**config.mk**
```make
export PLATFORM = sky130hd
export DESIGN_NAME = ofs_regs_if
export DESIGN_NICKNAME = d
export VERILOG_FILES = /design/src/rtl/ofs_regs_pkg.sv /design/src/rtl/ofs_wrap_ptr.sv /design/src/rtl/ofs_bank.sv /design/src/rtl/ofs_readout.sv /design/src/rtl/ofs_regs_if.sv
export SDC_FILE = /design/constraint.sdc
export NUM_CORES = 1
export LEC_CHECK = 0
export BUFFER_PORTS_ARGS = -buffer_cell sky130_fd_sc_hd__buf_2
export CAP_MARGIN = 25
export CORE_MARGIN = 2
export CORE_UTILIZATION = 61
export DETAILED_ROUTE_END_ITERATION = 10
export PLACE_DENSITY = 0.93
export SYNTH_ARGS = -nofsm -noshare
export SYNTH_HDL_FRONTEND = slang
export SYNTH_HIERARCHICAL = 1
export SYNTH_SLANG_ARGS = --single-unit
```
**constraint.sdc**
```tcl
create_clock -name clk -period 5.1 [get_ports clk]
set_input_delay 1.53 -clock clk [delete_from_list [all_inputs] [get_ports clk]]
set_output_delay 1.53 -clock clk [all_outputs]
set_load 0.02 [all_outputs]
```
**src/rtl/ofs_regs_pkg.sv**
```systemverilog
// Shared types for the threshold offset register block.
// Assumes nothing beyond a single clock domain for its users.
package ofs_regs_pkg;

    // Loading method latched at master reset
    typedef enum logic {
        OFS_MODE_PAR = 1'b0,
        OFS_MODE_SER = 1'b1
    } ofs_mode_e;

    // Width of a pointer over 'n' slots, never below one bit
    function automatic int ptr_width(input int n);
        return (n > 1) ? $clog2(n) : 1;
    endfunction

endpackage

```
**src/rtl/ofs_wrap_ptr.sv**
```systemverilog
// Slot pointer that advances by one on each step and wraps to zero
// after LIMIT-1. Used for the serial bit index, the parallel byte
// index and the read-back index.
// Assumes: LIMIT >= 2, synchronous active-low reset.
module ofs_wrap_ptr #(
    parameter int LIMIT = 4,
    localparam int PW = ofs_regs_pkg::ptr_width(LIMIT)
) (
    input  logic          clk,
    input  logic          rst_n,
    input  logic          step,
    output logic [PW-1:0] ptr
);

    localparam logic [PW-1:0] LAST = PW'(LIMIT - 1);

    // Advance with wrap, clear on master reset
    always_ff @(posedge clk) begin
        if (!rst_n) begin
            ptr <= '0;
        end else if (step) begin
            ptr <= (ptr == LAST) ? '0 : ptr + 1'b1;
        end
    end

endmodule

```
**src/rtl/ofs_bank.sv**
```systemverilog
// Storage for the offset pair, kept as one vector with the
// almost-empty offset in the low OFS_W bits. A bit port serves serial
// loading and a byte-slot port serves parallel loading. Each bit picks
// the port that addresses it.
// Assumes: the two write ports are never active together. The top
// gates them by method.
module ofs_bank #(
    parameter int OFS_W   = 16,
    parameter int BYTE_W  = 8,
    parameter int DEF_PAR = 127,
    parameter int DEF_SER = 1023,
    localparam int NB     = (OFS_W + BYTE_W - 1) / BYTE_W,
    localparam int NCH    = 2 * NB,
    localparam int NBIT   = 2 * OFS_W,
    localparam int BPW    = ofs_regs_pkg::ptr_width(NBIT),
    localparam int CPW    = ofs_regs_pkg::ptr_width(NCH)
) (
    input  logic              clk,
    input  logic              rst_n,
    input  logic              rst_ser,
    input  logic              bit_we,
    input  logic [BPW-1:0]    bit_idx,
    input  logic              bit_val,
    input  logic              byte_we,
    input  logic [CPW-1:0]    byte_idx,
    input  logic [BYTE_W-1:0] byte_val,
    output logic [NBIT-1:0]   ofs_all
);

    localparam logic [OFS_W-1:0] DP = OFS_W'(DEF_PAR);
    localparam logic [OFS_W-1:0] DS = OFS_W'(DEF_SER);

    for (genvar i = 0; i < NBIT; i++) begin : g_bit
        localparam int OI  = i % OFS_W;
        localparam int WHO = i / OFS_W;
        localparam int CH  = WHO * NB + OI / BYTE_W;
        localparam int POS = OI % BYTE_W;
        logic q;

        // One stored bit: default at reset, else serial or parallel write
        always_ff @(posedge clk) begin
            if (!rst_n) begin
                q <= rst_ser ? DS[OI] : DP[OI];
            end else if (bit_we && bit_idx == BPW'(i)) begin
                q <= bit_val;
            end else if (byte_we && byte_idx == CPW'(CH)) begin
                q <= byte_val[POS];
            end
        end

        assign ofs_all[i] = q;
    end

endmodule

```
**src/rtl/ofs_readout.sv**
```systemverilog
// Read-back register. On each read strobe it captures the byte slot
// named by the pointer. Slot c covers offset c/NB, bits (c%NB)*BYTE_W
// upward. Bits beyond OFS_W read as zero.
// Assumes: ptr < 2*NB. It captures the pre-write contents of the bank.
module ofs_readout #(
    parameter int OFS_W  = 16,
    parameter int BYTE_W = 8,
    localparam int NB    = (OFS_W + BYTE_W - 1) / BYTE_W,
    localparam int NCH   = 2 * NB,
    localparam int NBIT  = 2 * OFS_W,
    localparam int CPW   = ofs_regs_pkg::ptr_width(NCH)
) (
    input  logic              clk,
    input  logic              rst_n,
    input  logic              go,
    input  logic [CPW-1:0]    ptr,
    input  logic [NBIT-1:0]   ofs_all,
    output logic [BYTE_W-1:0] rdata
);

    logic [BYTE_W-1:0] slot;

    // Select the addressed byte slot out of the offset pair
    always_comb begin
        slot = '0;
        for (int c = 0; c < NCH; c++) begin
            if (ptr == CPW'(c)) begin
                for (int b = 0; b < BYTE_W; b++) begin
                    if ((c % NB) * BYTE_W + b < OFS_W) begin
                        slot[b] = ofs_all[(c / NB) * OFS_W + (c % NB) * BYTE_W + b];
                    end
                end
            end
        end
    end

    // Capture the slot on a read strobe, clear on master reset
    always_ff @(posedge clk) begin
        if (!rst_n) begin
            rdata <= '0;
        end else if (go) begin
            rdata <= slot;
        end
    end

endmodule

```
**src/rtl/ofs_regs_if.sv**
```systemverilog
// Top of the threshold offset register block. It latches the loading
// method at master reset, routes strobes to the serial or parallel
// load pointer, and runs an independent read-back pointer.
// Assumes: one clock for load and read. All controls are active low
// and sampled synchronously.
module ofs_regs_if #(
    parameter int OFS_W   = 16,
    parameter int BYTE_W  = 8,
    parameter int DEF_PAR = 127,
    parameter int DEF_SER = 1023
) (
    input  logic              clk,
    input  logic              rst_n,
    input  logic              ld_sel_n,
    input  logic              wr_en_n,
    input  logic              rd_en_n,
    input  logic              ser_en_n,
    input  logic              ser_bit,
    input  logic [BYTE_W-1:0] wdata,
    output logic [BYTE_W-1:0] rdata,
    output logic [OFS_W-1:0]  ae_offset,
    output logic [OFS_W-1:0]  af_offset
);

    import ofs_regs_pkg::*;

    localparam int NB   = (OFS_W + BYTE_W - 1) / BYTE_W;
    localparam int NCH  = 2 * NB;
    localparam int NBIT = 2 * OFS_W;
    localparam int BPW  = ptr_width(NBIT);
    localparam int CPW  = ptr_width(NCH);

    ofs_mode_e       mode_q;
    logic            mode_ser;
    logic            ser_go;
    logic            par_go;
    logic            rd_go;
    logic [BPW-1:0]  bit_ptr;
    logic [CPW-1:0]  byte_ptr;
    logic [CPW-1:0]  rd_ptr;
    logic [NBIT-1:0] ofs_all;

    // Latch the loading method only while master reset is held
    always_ff @(posedge clk) begin
        if (!rst_n) begin
            mode_q <= ld_sel_n ? OFS_MODE_SER : OFS_MODE_PAR;
        end
    end

    // Qualify each strobe with the latched method
    always_comb begin
        mode_ser = (mode_q == OFS_MODE_SER);
        ser_go   = mode_ser && !ser_en_n;
        par_go   = !mode_ser && !ld_sel_n && !wr_en_n;
        rd_go    = !ld_sel_n && !rd_en_n;
    end

    ofs_wrap_ptr #(.LIMIT(NBIT)) u_bit_ptr (
        .clk   (clk),
        .rst_n (rst_n),
        .step  (ser_go),
        .ptr   (bit_ptr)
    );

    ofs_wrap_ptr #(.LIMIT(NCH)) u_byte_ptr (
        .clk   (clk),
        .rst_n (rst_n),
        .step  (par_go),
        .ptr   (byte_ptr)
    );

    ofs_wrap_ptr #(.LIMIT(NCH)) u_rd_ptr (
        .clk   (clk),
        .rst_n (rst_n),
        .step  (rd_go),
        .ptr   (rd_ptr)
    );

    ofs_bank #(
        .OFS_W   (OFS_W),
        .BYTE_W  (BYTE_W),
        .DEF_PAR (DEF_PAR),
        .DEF_SER (DEF_SER)
    ) u_bank (
        .clk      (clk),
        .rst_n    (rst_n),
        .rst_ser  (ld_sel_n),
        .bit_we   (ser_go),
        .bit_idx  (bit_ptr),
        .bit_val  (ser_bit),
        .byte_we  (par_go),
        .byte_idx (byte_ptr),
        .byte_val (wdata),
        .ofs_all  (ofs_all)
    );

    ofs_readout #(
        .OFS_W  (OFS_W),
        .BYTE_W (BYTE_W)
    ) u_readout (
        .clk     (clk),
        .rst_n   (rst_n),
        .go      (rd_go),
        .ptr     (rd_ptr),
        .ofs_all (ofs_all),
        .rdata   (rdata)
    );

    // Split the stored pair onto the two offset outputs
    always_comb begin
        ae_offset = ofs_all[OFS_W-1:0];
        af_offset = ofs_all[NBIT-1:OFS_W];
    end

endmodule

```
; Word level (Yosys, flattened, before mapping)
; Index checks and enable logic that the tools add are counted.
[word_totals]
regBits = 50
wordCells = 235
[op_classes]
add_sub_neg = 3
n_eq_ne = 43
mux = 78
n_reduce_logical = 74
[op_table]
columns = op, count
row1 = $eq A5 B5 Y1 const B, 16
row2 = $mux W1, 71
row3 = $reduce_bool A2 Y1, 26
row4 = $eq A5 B4 Y1 const B, 8
row5 = $logic_and A1 B1 Y1, 40
row6 = $mux W8, 4
row7 = $eq A5 B3 Y1 const B, 4
row8 = $ne A3 B1 Y1 const B, 6
row9 = $eq A5 B2 Y1 const B, 2
row10 = $eq A2 B2 Y1 const B, 4
row11 = $add A5 B1 Y5 const B, 1
row12 = $eq A5 B1 Y1 const B, 1
row13 = $logic_not A1 Y1, 5
row14 = $logic_not A5 Y1, 1
row15 = $mux W5, 1
row16 = $add A2 B1 Y2 const B, 2
row17 = $eq A2 B1 Y1 const B, 2
row18 = $logic_not A2 Y1, 2
row19 = $mux W2, 2

; Logic depth before layout (Yosys ltp)
; Gate-level depths: netlist of the first run.
[depth]
word_depth = 7
ltp_mapped = 6

; Modules after synthesis
; Netlist of the first run, hierarchy kept.
[modules_own_cells]
columns = mod, instances, cells_per_inst, area_per_inst_um2, seq_area_each_um2
row1 = ofs_bank, 1, 236, 2133.3, 700.7
row2 = ofs_readout, 1, 46, 513.0, 160.2
row3 = ofs_wrap_ptr (u_bit_ptr), 1, 25, 244.0, 100.1
row4 = ofs_wrap_ptr (u_byte_ptr ...), 2, 8, 95.1, 40.0
row5 = ofs_regs_if, 1, 5, 55.1, 30.0

; Worst setup path after synthesis of the first run
; No wires, ideal clock.
[synth_timing]
kind = input to register
start = input ser_en_n
end = register u_bank.g_bit[24].q, data pin
t_arrival_ns = 2.578
t_required_ns = 4.831
slack_ns = 2.253
path_stages = 5
path_buffers = 1
cell_sequence = and2b_1 > buf_4 > nand4bb_1 > o21ai_0 > a31oi_1
[synth_via]
elab_chain_cells = 5
[synth_rtl]
columns = element, line
row1 = "start, declared", ofs_regs_if.sv:17  ; input logic ser_en_n,
row2 = $logic_not A1 Y1, ofs_regs_if.sv:53  ; ser_go = mode_ser && !ser_en_n;
row3 = $logic_and A1 B1 Y1, ofs_regs_if.sv:53
row4 = $logic_and A1 B1 Y1, ofs_bank.sv:44  ; end else if (bit_we && bit_idx == BPW'(i)) begin
row5 = $mux W1, ofs_bank.sv:44
row6 = $mux W1, ofs_bank.sv:42  ; if (!rst_n) begin
row7 = "end signal, assigned", ofs_bank.sv:43  ; q <= rst_ser ? DS[OI] : DP[OI];
row8 = "end signal, assigned", ofs_bank.sv:45  ; q <= bit_val;
row9 = "end signal, assigned", ofs_bank.sv:47  ; q <= byte_val[POS];
row10 = "end, declared", ofs_bank.sv:38  ; logic q;
; No other way between the ends.
; A chain may end at the register's enable or synchronous reset.

; Worst setup path in the final report of the first run
[layout_timing]
start = input ser_en_n
end = register u_bank.g_bit[0].q
[layout_via]
elab_chain_cells = 4
[layout_rtl]
columns = element, line
row1 = $logic_not A1 Y1 (*), ofs_regs_if.sv:53
row2 = $logic_and A1 B1 Y1 (*), ofs_regs_if.sv:53
row3 = via ser_go, ofs_regs_if.sv:35  ; logic ser_go;
row4 = $logic_and A1 B1 Y1 (*), ofs_bank.sv:44
row5 = $mux W1 or $reduce_bool A2 Y1 (tied branches), -
row6 = "end signal, assigned", ofs_bank.sv:43
row7 = "end signal, assigned", ofs_bank.sv:45
row8 = "end signal, assigned", ofs_bank.sv:47
row9 = "end, declared", ofs_bank.sv:38
; The timed path passes the listed nets; every way through them passes the cells marked *.

==> results.md, run 1 <==
* Clock power frac at 34.2%
* Syn Nets at 347
* Layout area overhead at 2.95%
* Detailed-route wire length at 7.59 mm
* Synth async-reset ratio at 0%
* Worst r2r src: mode_q
* Max cap viols at 0
* Seq pwr share at 52.8%
* Seq/Total Area, Yosys at 34.2%
* Fin crit period at 3.07 ns
* Worst EP required at ~5.3 ns
* Initial DRT Pass Iterations at 6
* Leakage at between 0.001 and 0.0015 uW
* Synth warn at 6
* Ports at 55
* FF-to-FF path depth at 3
* Worst Setup End Kind: flop
* Cts hold-fix bufs at 0
* Crit path DAT at around 3.2 ns
* Peak supply drop at 0.000132 V
* Core Area at 5040 sq um
* Final RePlAce weighted congestion at 0.925
* Via count at between 2k and 3k
* Final Cell Area at 3230 sq um
* Flop-to-flop setup slack at 3.01 ns
* CTS root buf: clkbuf_8
* Max-slew headroom at 32.8%
* Final WS setup at 2.03 ns
* Power, Total at approximately 820 uW
* Fin Setup TNS at 0 ns
* Netlist Area Pre-Place at around 3100 sq um
* Total GRT Usage at 25.9%
* Reg-to-Reg End: u_bank/g_bit[25].q
* Vias per cell at 6.60
* F_max at 0.326 GHz
* # diodes at 0
* Sw Share at 26.0%
* Final Skew at just over 0.008 ns
* Pre-CTS setup slack at about 1.8 ns
* Pwr per Cell Area at between 200 and 300 nW/um^2
* Gate count of the mapped netlist at 328
* Cts repair resizes at 0
* H-tree Lvls at 2
* DP HPWL at between 5 and 6 mm
* Worst-Margin Slew at 1.01 ns
* Period utilisation layout at 60.2%
* Nets at 355
* PortBufs at 54
* CTS Sinks at 50
* Min-Delay Path Class: flop to flop
* Wire per inst at 18.6 um
* Drt drc at 0
* Switching Power at 213 uW
* Die X at between 70 and 80 um
* Syn Area/Cell at 9.56 sq um
* Synth top area share at 27.5%
* Int Power at 606 uW
* Die Area at between 5000 and 6000 sq um
* Number of synthesized flops with an enable pin at 7
* Post-CTS setup buffers at 0
* RSZ-0062 raised after global routing: no
* Number of global-route vias before repair at 2288
* Final Max Tran Viols at 0
* CTS Buf Count at 5
* CTS tree: yes
* Worst-path clk slew at 0.09 ns
* Antenna-violating nets left at 0
* Overflow after GRT at 0
* Status: complete, no violations
* Comb pwr share at around an eighth
* CTS Buffer Depth at 2
* Largest net degree at the start of global routing at 37
* Die Ht at 75.7 um
* Crit path capture: u_bank/g_bit[0].q
* Filler Cell Count at 390
* Setup crit start: ser_en_n
* Post-synth cell types at 52
* Synth Flop Type: dfxtp_1
* Largest cells by area after synthesis: dfxtp_1 (27%), mux2i_1 (13%), buf_4 (8.6%)
* Yosys reg bits at 50
* First-pass GRT wire length at 11.1 mm
* Drt initial violations at approximately 400
* Crit path launch type: input port
* Crit Path Category: input port to flop
* Placed instance area at 3120 sq um
* Setup-failing EPs final at 0
* Ratio of cells with drive above 1 in the final layout at 23.7%
* Endpoints failing hold at 0
* Later-pin clock latency in the skew report at 0.30 ns
* Most common cell in the netlist: dfxtp_1
* # rows at 26
* Post-synth top area cell: dfxtp_1
* Critical-path maximum fanout at 22
* Initial core utilization at ~62%
* Initial antenna violation count at 0
* Post-synth top cells: dfxtp_1 (43), mux2i_1 (42), buf_4 (36)
[placed cells by master (no fill, tap or decap), types with 2 or more instances in the layout]
| master | synthesis | routed |
|---|---|---|
| buf_2 | 5 | 54 |
| dfxtp_1 | 43 | 43 |
| mux2i_1 | 42 | 42 |
| a31oi_1 | 17 | 17 |
| nand2_1 | 16 | 16 |
| o21ai_0 | 15 | 15 |
| nand3b_1 | 11 | 11 |
| nor2b_1 | 10 | 10 |
| nor3_1 | 10 | 10 |
| a21oi_1 | 10 | 10 |
| nand3_1 | 8 | 8 |
| o31ai_1 | 8 | 8 |
| o221ai_1 | 8 | 8 |
| edfxtp_1 | 7 | 7 |
| clkbuf_8 | 0 | 5 |
| o211ai_1 | 5 | 5 |
| mux2_2 | 4 | 4 |
| o32a_1 | 4 | 4 |
| or2_0 | 4 | 4 |
| o22ai_1 | 4 | 4 |
| ha_1 | 4 | 4 |
| nor2_1 | 3 | 3 |
| and4b_1 | 3 | 3 |
| nand4bb_1 | 3 | 3 |
| nand2b_1 | 3 | 3 |
| nand4_1 | 3 | 3 |
| inv_1 | 2 | 2 |
| buf_4 | 36 | 2 |
| nor3b_1 | 2 | 2 |
| nand4b_1 | 2 | 2 |
| and4bb_2 | 2 | 2 |
| nor3b_2 | 2 | 2 |
| o21a_1 | 2 | 2 |
[power groups by stage]
stage	logic, uW	registers [uW]	clock network (uW)
finish	106	433	280
global route	114	436	298
detailed placement	104	442	0
global placement	101	441	0
floorplan	86.6	438	0
CTS	105	433	281
[through the flow]
step	instances	hold WS, ns	utilization, %
finish	407	0.503	64.0
global route	407	0.525	64.0
CTS	407	0.503	64.0
detailed placement	399	0.476	61.8
floorplan	328	0.508	-
global placement	399	0.470	61.8
[critical path: stages]
cell and delay [ns]:
buf_2 0.09, and2b_1 0.66, or4b_4 0.57, nor3_1 0.26
a31oi_1 0.09
[cell type report]
class                   instances  area, sq um  share of cell area (%)
clock buffers                   6         72.6                    2.25
multi-input cells             220         1660                    51.5
well taps                      70         87.6                    2.71
inverters                       3         11.3                   0.349
repair buffers                 56          285                    8.84
flip-flops and latches         50         1070                    33.2
clock inverters                 2         37.5                    1.16
[worst min path at each step]
stage / startpoint / cells past startpoint / end
detailed placement: u_readout/rdata[7] / 2 / u_readout/rdata[7]
CTS: u_readout/rdata[7] / 2 / u_readout/rdata[7]
floorplan: u_bit_ptr/ptr[3] / 2 / u_bit_ptr/ptr[3]
finish: u_readout/rdata[7] / 2 / u_readout/rdata[7]
global route: u_readout/rdata[7] / 2 / u_readout/rdata[7]
global placement: u_readout/rdata[1] / 2 / u_readout/rdata[1]
[state kept, by name (all words and copies together) (netlist names)]
name / count
mode_q: 1
u_bank/g_bit.q: 32
u_bit_ptr/ptr: 5
u_byte_ptr/ptr: 2
u_rd_ptr/ptr: 2
u_readout/rdata: 8
[routing by layer]
layer | up-vias | GRT usage, % | wire (um)
met5 | - | 0 | 0
met4 | 0 | 9.55 | 230
met3 | 30 | 5.56 | 568
met2 | 150 | 44.3 | 3680
met1 | 1292 | 32.3 | 3110
li1 | 1215 | - | -
[cell families after synthesis]
logic type / after synthesis / synth area share, %
adders and majority gates: 4 / 1.60
DFF: 50 / 34.2
AOI/OAI and AO/OA: 75 / 15.7
muxes: 46 / 14.8
buffers and inverters: 58 / 12.8
and+or+nand+nor: 95 / 20.9
Power figures use the tool's default switching activity.
==> inputs of run 2 (changes only) <==
CORE_UTILIZATION = 51   (was 61)
PLACE_DENSITY = 0.84   (was 0.93)
clock period = 2.6 ns   (was 5.1 ns; I/O delays follow)
==> run 2 against run 1 <==
Net effect: sequential power is 93% higher; combinational power is 120% higher; count of clock-buffer cells in the layout stayed put; die area is 19% higher; routed wire length is 6.3% higher; clock power is 98% higher; register-to-register slack worse by 2.2 ns; non-clock buffer count is 9 higher; utilization is 8.3 points lower; final cell count is 3.4% higher; largest power group unchanged.
==> results.md, run 2 (synthesis results as in run 1) <==
* Status: complete, no violations
* Worst Hold Depth at 2
* CTS root buf: clkbuf_8
* Wire per inst at 19.2 um
* Crit Path Category: input port to flop
* Worst-Margin Slew at 0.615 ns
* Placed cell count at 413
* Max reg flops at 32
* Cts hold-fix bufs at 0
* Commonest non-fill, non-tap cell in the layout: buf_2
* FF-to-FF path depth at 4
* Filler Cell Count at 509
* First-pass GRT wire length at 12.3 mm
* Fin Setup TNS at 0 ns
* Cts repair resizes at 0
* Number of buffers and inverters on the critical path at 1
* F_max at ~0.48 GHz
* Pwr per Cell Area at 491 nW/um^2
* Total GRT Usage at 23.9%
* H-tree Lvls at 2
* Top delay family on crit path: simple AND/OR/NAND/NOR gates
* Worst r2r src: mode_q
* Later-pin clock latency in the skew report at 0.31 ns
* # diodes at 0
* Setup crit start: ser_en_n
* Endpoints failing hold at 0
* Ports at 55
* WL met2 at around 3.9 mm
* Top reg by flops: u_bank/g_bit.q
* Period utilisation layout at 79.5%
* Worst min-delay path startpoint: u_readout/rdata[0]
* CTS Buffer Depth at 2
* Max cap viols at 0
* Via count at 2750
* Die X at 82.4 um
* Post-CTS setup buffers at 0
* Smallest hold slack at 0.507 ns
* Layout area overhead at 5.31%
* CTS tree: yes
* Peak supply drop at 0.000298 V
* Min-Delay Path Class: flop to flop
* CP Cell Sequence: buf_2, and2b_1, nand4b_1, o21ai_0, a31oi_1
* Vias per cell at around 6.5
* DP HPWL at 5.53 mm
* Final Max Tran Viols at 0
* Detailed-route wire length at 8.06 mm
* Leakage at 0.00133 uW
* Final RePlAce weighted congestion at 0.895
* Critical-path maximum fanout at 13
* Final Skew at 0.00860 ns
* RSZ-0062 raised after global routing: no
* Layout Cells excl Fill at approximately 420
* Overflow after GRT at 0
* Commonest cells after routing, fill and taps aside: buf_2 (54), dfxtp_1 (43), mux2i_1 (42)
* Crit path DAT at 2.11 ns
* Antenna-violating nets left at 0
* Crit path launch type: input port
* CTS Buf Count at 5
* Drt drc at 0
* Drt initial violations at roughly 380
* Die Area at 6790 sq um
* Worst Setup End Kind: flop
* Initial antenna violation count at 0
* WL met1 at 3.13 mm
* CP max-delay cell: and2b_1
* Worst path depth at 5
* Worst-path clk slew at 0.09 ns
* Initial core utilization at 53.0%
* CTS Sinks at 50
* Number of global-route vias before repair at 2522
* Worst EP required at between 2 and 3 ns
* Nets at 364
* Initial DRT Pass Iterations at 5
* Max-slew headroom at 59.0%
* PortBufs at between 50 and 60
* Met3 wire length at 740 um
* Fin crit period at 2.07 ns
* Die Ht at 82.4 um
* Core Area at 5920 sq um
* Crit-path max cell delay at 0.48 ns
* Ratio of cells with drive above 1 in the final layout at 25.7%
* Setup-failing EPs final at 0
* Max layer used: met4
* Largest regs: u_bank/g_bit.q: 32 flops, u_readout/rdata: 8 flops, u_bit_ptr/ptr: 5 flops
* Largest net degree at the start of global routing at 35
* # rows at 28
[run 2: final cells by class]
type / instances / area, sq um / area share (%)
multi-input combinational: 220 / 1660 / 50.4
clock inverter: 2 / 37.5 / 1.14
timing repair buffer: 65 / 353 / 10.7
inverter: 3 / 11.3 / 0.341
tap: 75 / 93.8 / 2.84
clock buffer: 6 / 72.6 / 2.20
sequential: 50 / 1070 / 32.4
[run 2: power by group]
part / leakage (uW) / internal [uW] / switching [uW]
Combinational: 0.000861 / 93.6 / 139
Sequential: 0.000418 / 814 / 20.4
Clock: 0.0000514 / 287 / 266
Total: 0.00133 / 1200 / 426
[run 2: per-layer routing]
layer / vias up / GRT usage, %
li1: 1235 / -
met1: 1284 / 27.6
met2: 191 / 40.8
met3: 40 / 6.09
met4: 0 / 12.2
met5: - / 0
[run 2: worst paths after layout]
| check | end | slack, ns |
|---|---|---|
| min | u_readout/rdata[0] | 0.51 |
| max | u_bank/g_bit[25].q | 0.53 |
| min reg2reg | u_readout/rdata[0] | 0.51 |
| max reg2reg | u_bank/g_bit[25].q | 0.79 |
[run 2: worst reg2reg max path: stages, from the launching register on]
cell	delay, ns
edfxtp_1	0.40
nor3_2	0.21
buf_4	0.16
nand3_1	0.44
o211ai_1	0.31
[run 2: metrics by stage]
step / util, % / setup WS, ns / power (uW) / instance area, sq um
CTS: 55.8 / 0.593 / 1620 / 3300
global placement: 53.9 / 0.322 / 1070 / 3190
finish: 55.8 / 0.533 / 1620 / 3300
floorplan: - / 0.503 / 1030 / 3140
detailed placement: 53.9 / 0.270 / 1080 / 3190
global route: 55.8 / 0.443 / 1680 / 3300
==> inputs of run 3 (changes only) <==
ABC_AREA = 1   (was not set)
PLACE_DENSITY = 0.83   (was 0.84)
clock period = 1.65 ns   (was 2.6 ns; I/O delays follow)
==> run 3 against run 2 <==
Net effect: power grew 69%; critical path depth grew 3; synthesized area grew 5.1%; clock power grew 61%; hold slack lost 0.042 ns; via count grew 24%; register-to-register slack lost 0.66 ns.
==> results.md, run 3 <==
* Status: complete, no violations
* Crit path DAT at about 1.7 ns
* Synth warn at 6
* Initial core utilization at 52.2%
* Wire per inst at 14.8 um
* Syn Area/Cell at between 6 and 7 sq um
* Post-CTS setup buffers at 0
* Top delay family on crit path: flip-flops
* Yosys reg bits at 50
* Gate count of the mapped netlist at 496
* Commonest non-fill, non-tap cell in the layout: nand2_1
* Post-synth top area cell: dfxtp_1
* Period utilisation layout at 92.3%
* Drt initial violations at around 400
* Netlist Area Pre-Place at 3300 sq um
* CTS Sinks at 50
* Most common cell in the netlist: nand2_1
* Synth Flop Type: dfxtp_1
* H-tree Lvls at 2
* Reg-to-Reg End: u_bit_ptr/ptr[3]
* Crit Path Category: flop to flop
* Placed cell count at 593
* Commonest cells after routing, fill and taps aside: nand2_1 (120), nand3_1 (82), buf_2 (54)
* Post-synth cell types at 31
* Fin Setup TNS at 0 ns
* Cts repair resizes at 0
* Post-synth top cells: nand2_1 (120), nand3_1 (82), inv_1 (49)
* Final Max Tran Viols at 0
* Max-slew headroom at 64.6%
* Pre-CTS setup slack at -0.0397 ns
* Layout Cells excl Fill at around 600
* Number of global-route vias before repair at 3167
* Synth async-reset ratio at 0%
* Initial antenna violation count at 0
* Cts hold-fix bufs at 0
* Fin crit period at approximately 1.5 ns
* Worst Hold Depth at 2
* Worst EP required at ~1.9 ns
* CTS Buffer Depth at 2
* Core Area at 6310 sq um
* Worst min-delay path startpoint: u_readout/rdata[2]
* CTS Buf Count at 5
* CP max-delay cell: dfxtp_1
* CTS root buf: clkbuf_8
* Later-pin clock latency in the skew report at 0.31 ns
* Drt drc at 0
* Vias per cell at between 5 and 6
* Max reg flops at 32
* Detailed-route wire length at 8.92 mm
* Largest net degree at the start of global routing at 23
* Final RePlAce weighted congestion at roughly 0.90
* Final Skew at 0.00751 ns
* Overflow after GRT at 0
* # rows at 29
* Leakage at 0.00167 uW
* Min-Delay Path Class: flop to flop
* Sink of the worst hold path: u_readout/rdata[2]
* Worst-Margin Slew at approximately 0.53 ns
* PortBufs at 54
* Worst-path clk slew at 0.10 ns
* Layout area overhead at 8.61%
* Smallest hold slack at 0.465 ns
* Die Ht at 84.4 um
* Peak supply drop at between 0.0004 and 0.0005 V
* CP dominant cell by count: nand2_1
* Synth top area share at 26.1%
* Max cap viols at 0
* Ports at 55
* Via count at roughly 3.4k
* Endpoints failing hold at 0
* Power, Total at between 2000 and 3000 uW
* Worst Setup End Kind: flop
* Die Area at about 7100 sq um
* Crit path launch type: flop
* Largest cells by area after synthesis: dfxtp_1 (26%), nand2_1 (14%), nand3_1 (12%)
* FF-to-FF path depth at 8
* Number of buffers and inverters on the critical path at 1
* Critical-path maximum fanout at 8
* Final WS setup at 0.126 ns
* CP Cell Sequence: ha_1, and3_1, ha_1, nand2_1, nand2_1, inv_1, nand2_1, nor2_1
* Total GRT Usage at 25.4%
* # diodes at 0
* Top reg by flops: u_bank/g_bit.q
* DP HPWL at 6.63 mm
* F_max at 0.656 GHz
* Initial DRT Pass Iterations at 6
* Pwr per Cell Area at 763 nW/um^2
* CTS tree: yes
* Antenna-violating nets left at 0
* Flop-to-flop setup slack at 0.13 ns
* Number of synthesized flops with an enable pin at 7
* Die X at 84.4 um
* Seq/Total Area, Yosys at 32.5%
* Syn Nets at 515
* RSZ-0062 raised after global routing: no
* Ratio of cells with drive above 1 in the final layout at roughly a fifth
* First-pass GRT wire length at 14.8 mm
* Largest regs: u_bank/g_bit.q: 32 flops, u_readout/rdata: 8 flops, u_bit_ptr/ptr: 5 flops
* Worst r2r src: u_bit_ptr/ptr[0]
* Setup-failing EPs final at 0
* Nets at 542
* Crit-path max cell delay at approximately 0.55 ns
run 3: cell count changes after synthesis, moves of 10 or more:
cell	delta
a21oi_1	+11
a31oi_1	-12
inv_1	+47
mux2i_1	-42
nand2_1	+104
nand3_1	+74
nand3b_1	-11
nand4_1	+11
nor2_1	+44
nor2b_1	-10
nor3_1	-10
run 3: logic make-up after synthesis:
kind of cell	count (synthesis)	synth area share (%)
and+or+nand+nor	283	39.5
buffers and inverters	108	17.8
AOI/OAI and AO/OA	50	8.39
DFF	50	32.5
adders and majority gates	4	1.52
xor gates and xnor gates	1	0.266
run 3: power by group:
part / internal, uW / switching (uW) / total [uW]
logic: 172 / 317 / 489
registers: 1290 / 62.8 / 1350
clock network: 455 / 436 / 890
total: 1920 / 816 / 2730
run 3: cell type report:
type,count,area (sq um)
clock inverters,2,36.3
clock buffers,6,72.6
inverters,55,213
fillers,602,2730
repair buffers,73,450
well taps,77,96.3
flip-flops and latches,50,1070
multi-input cells,338,1640
run 3: how the worst max path moves through the flow:
stage                           startpoint                end  slack, ns  depth (start not counted)
after floorplan                   ser_en_n  u_bank/g_bit[8].q       0.05                          7
after global placement            ld_sel_n  u_bank/g_bit[0].q     -0.007                         10
after detailed placement          ld_sel_n  u_bank/g_bit[2].q      -0.04                         11
after CTS                 u_bit_ptr/ptr[0]   u_bit_ptr/ptr[3]       0.13                          8
after global routing      u_bit_ptr/ptr[0]   u_bit_ptr/ptr[3]       0.03                          8
final                     u_bit_ptr/ptr[0]   u_bit_ptr/ptr[3]       0.13                          8
run 3: tightest hold or removal path, delay by kind of cell (launching register included):
family	cells	cell delay [ns]
AND/OR/NAND/NOR	1	0.06
flip-flops	1	0.32
AO/OA/AOI/OAI	1	0.05
run 3: layer usage:
| layer | GRT usage [%] | wire length, um | up-vias |
|---|---|---|---|
| met3 | 4.03 | 804 | 24 |
| met2 | 41.3 | 4220 | 214 |
| met5 | 0 | 0 | - |
| met1 | 33.1 | 3680 | 1543 |
| met4 | 12.4 | 213 | 0 |
| li1 | - | - | 1633 |
run 3: per-stage QoR:
stage / area [sq um] / utilization, %
finish: 3580 / 56.7
global route: 3580 / 56.7
CTS: 3580 / 56.7
detailed placement: 3470 / 54.9
global placement: 3470 / 54.9
floorplan: 3300 / -
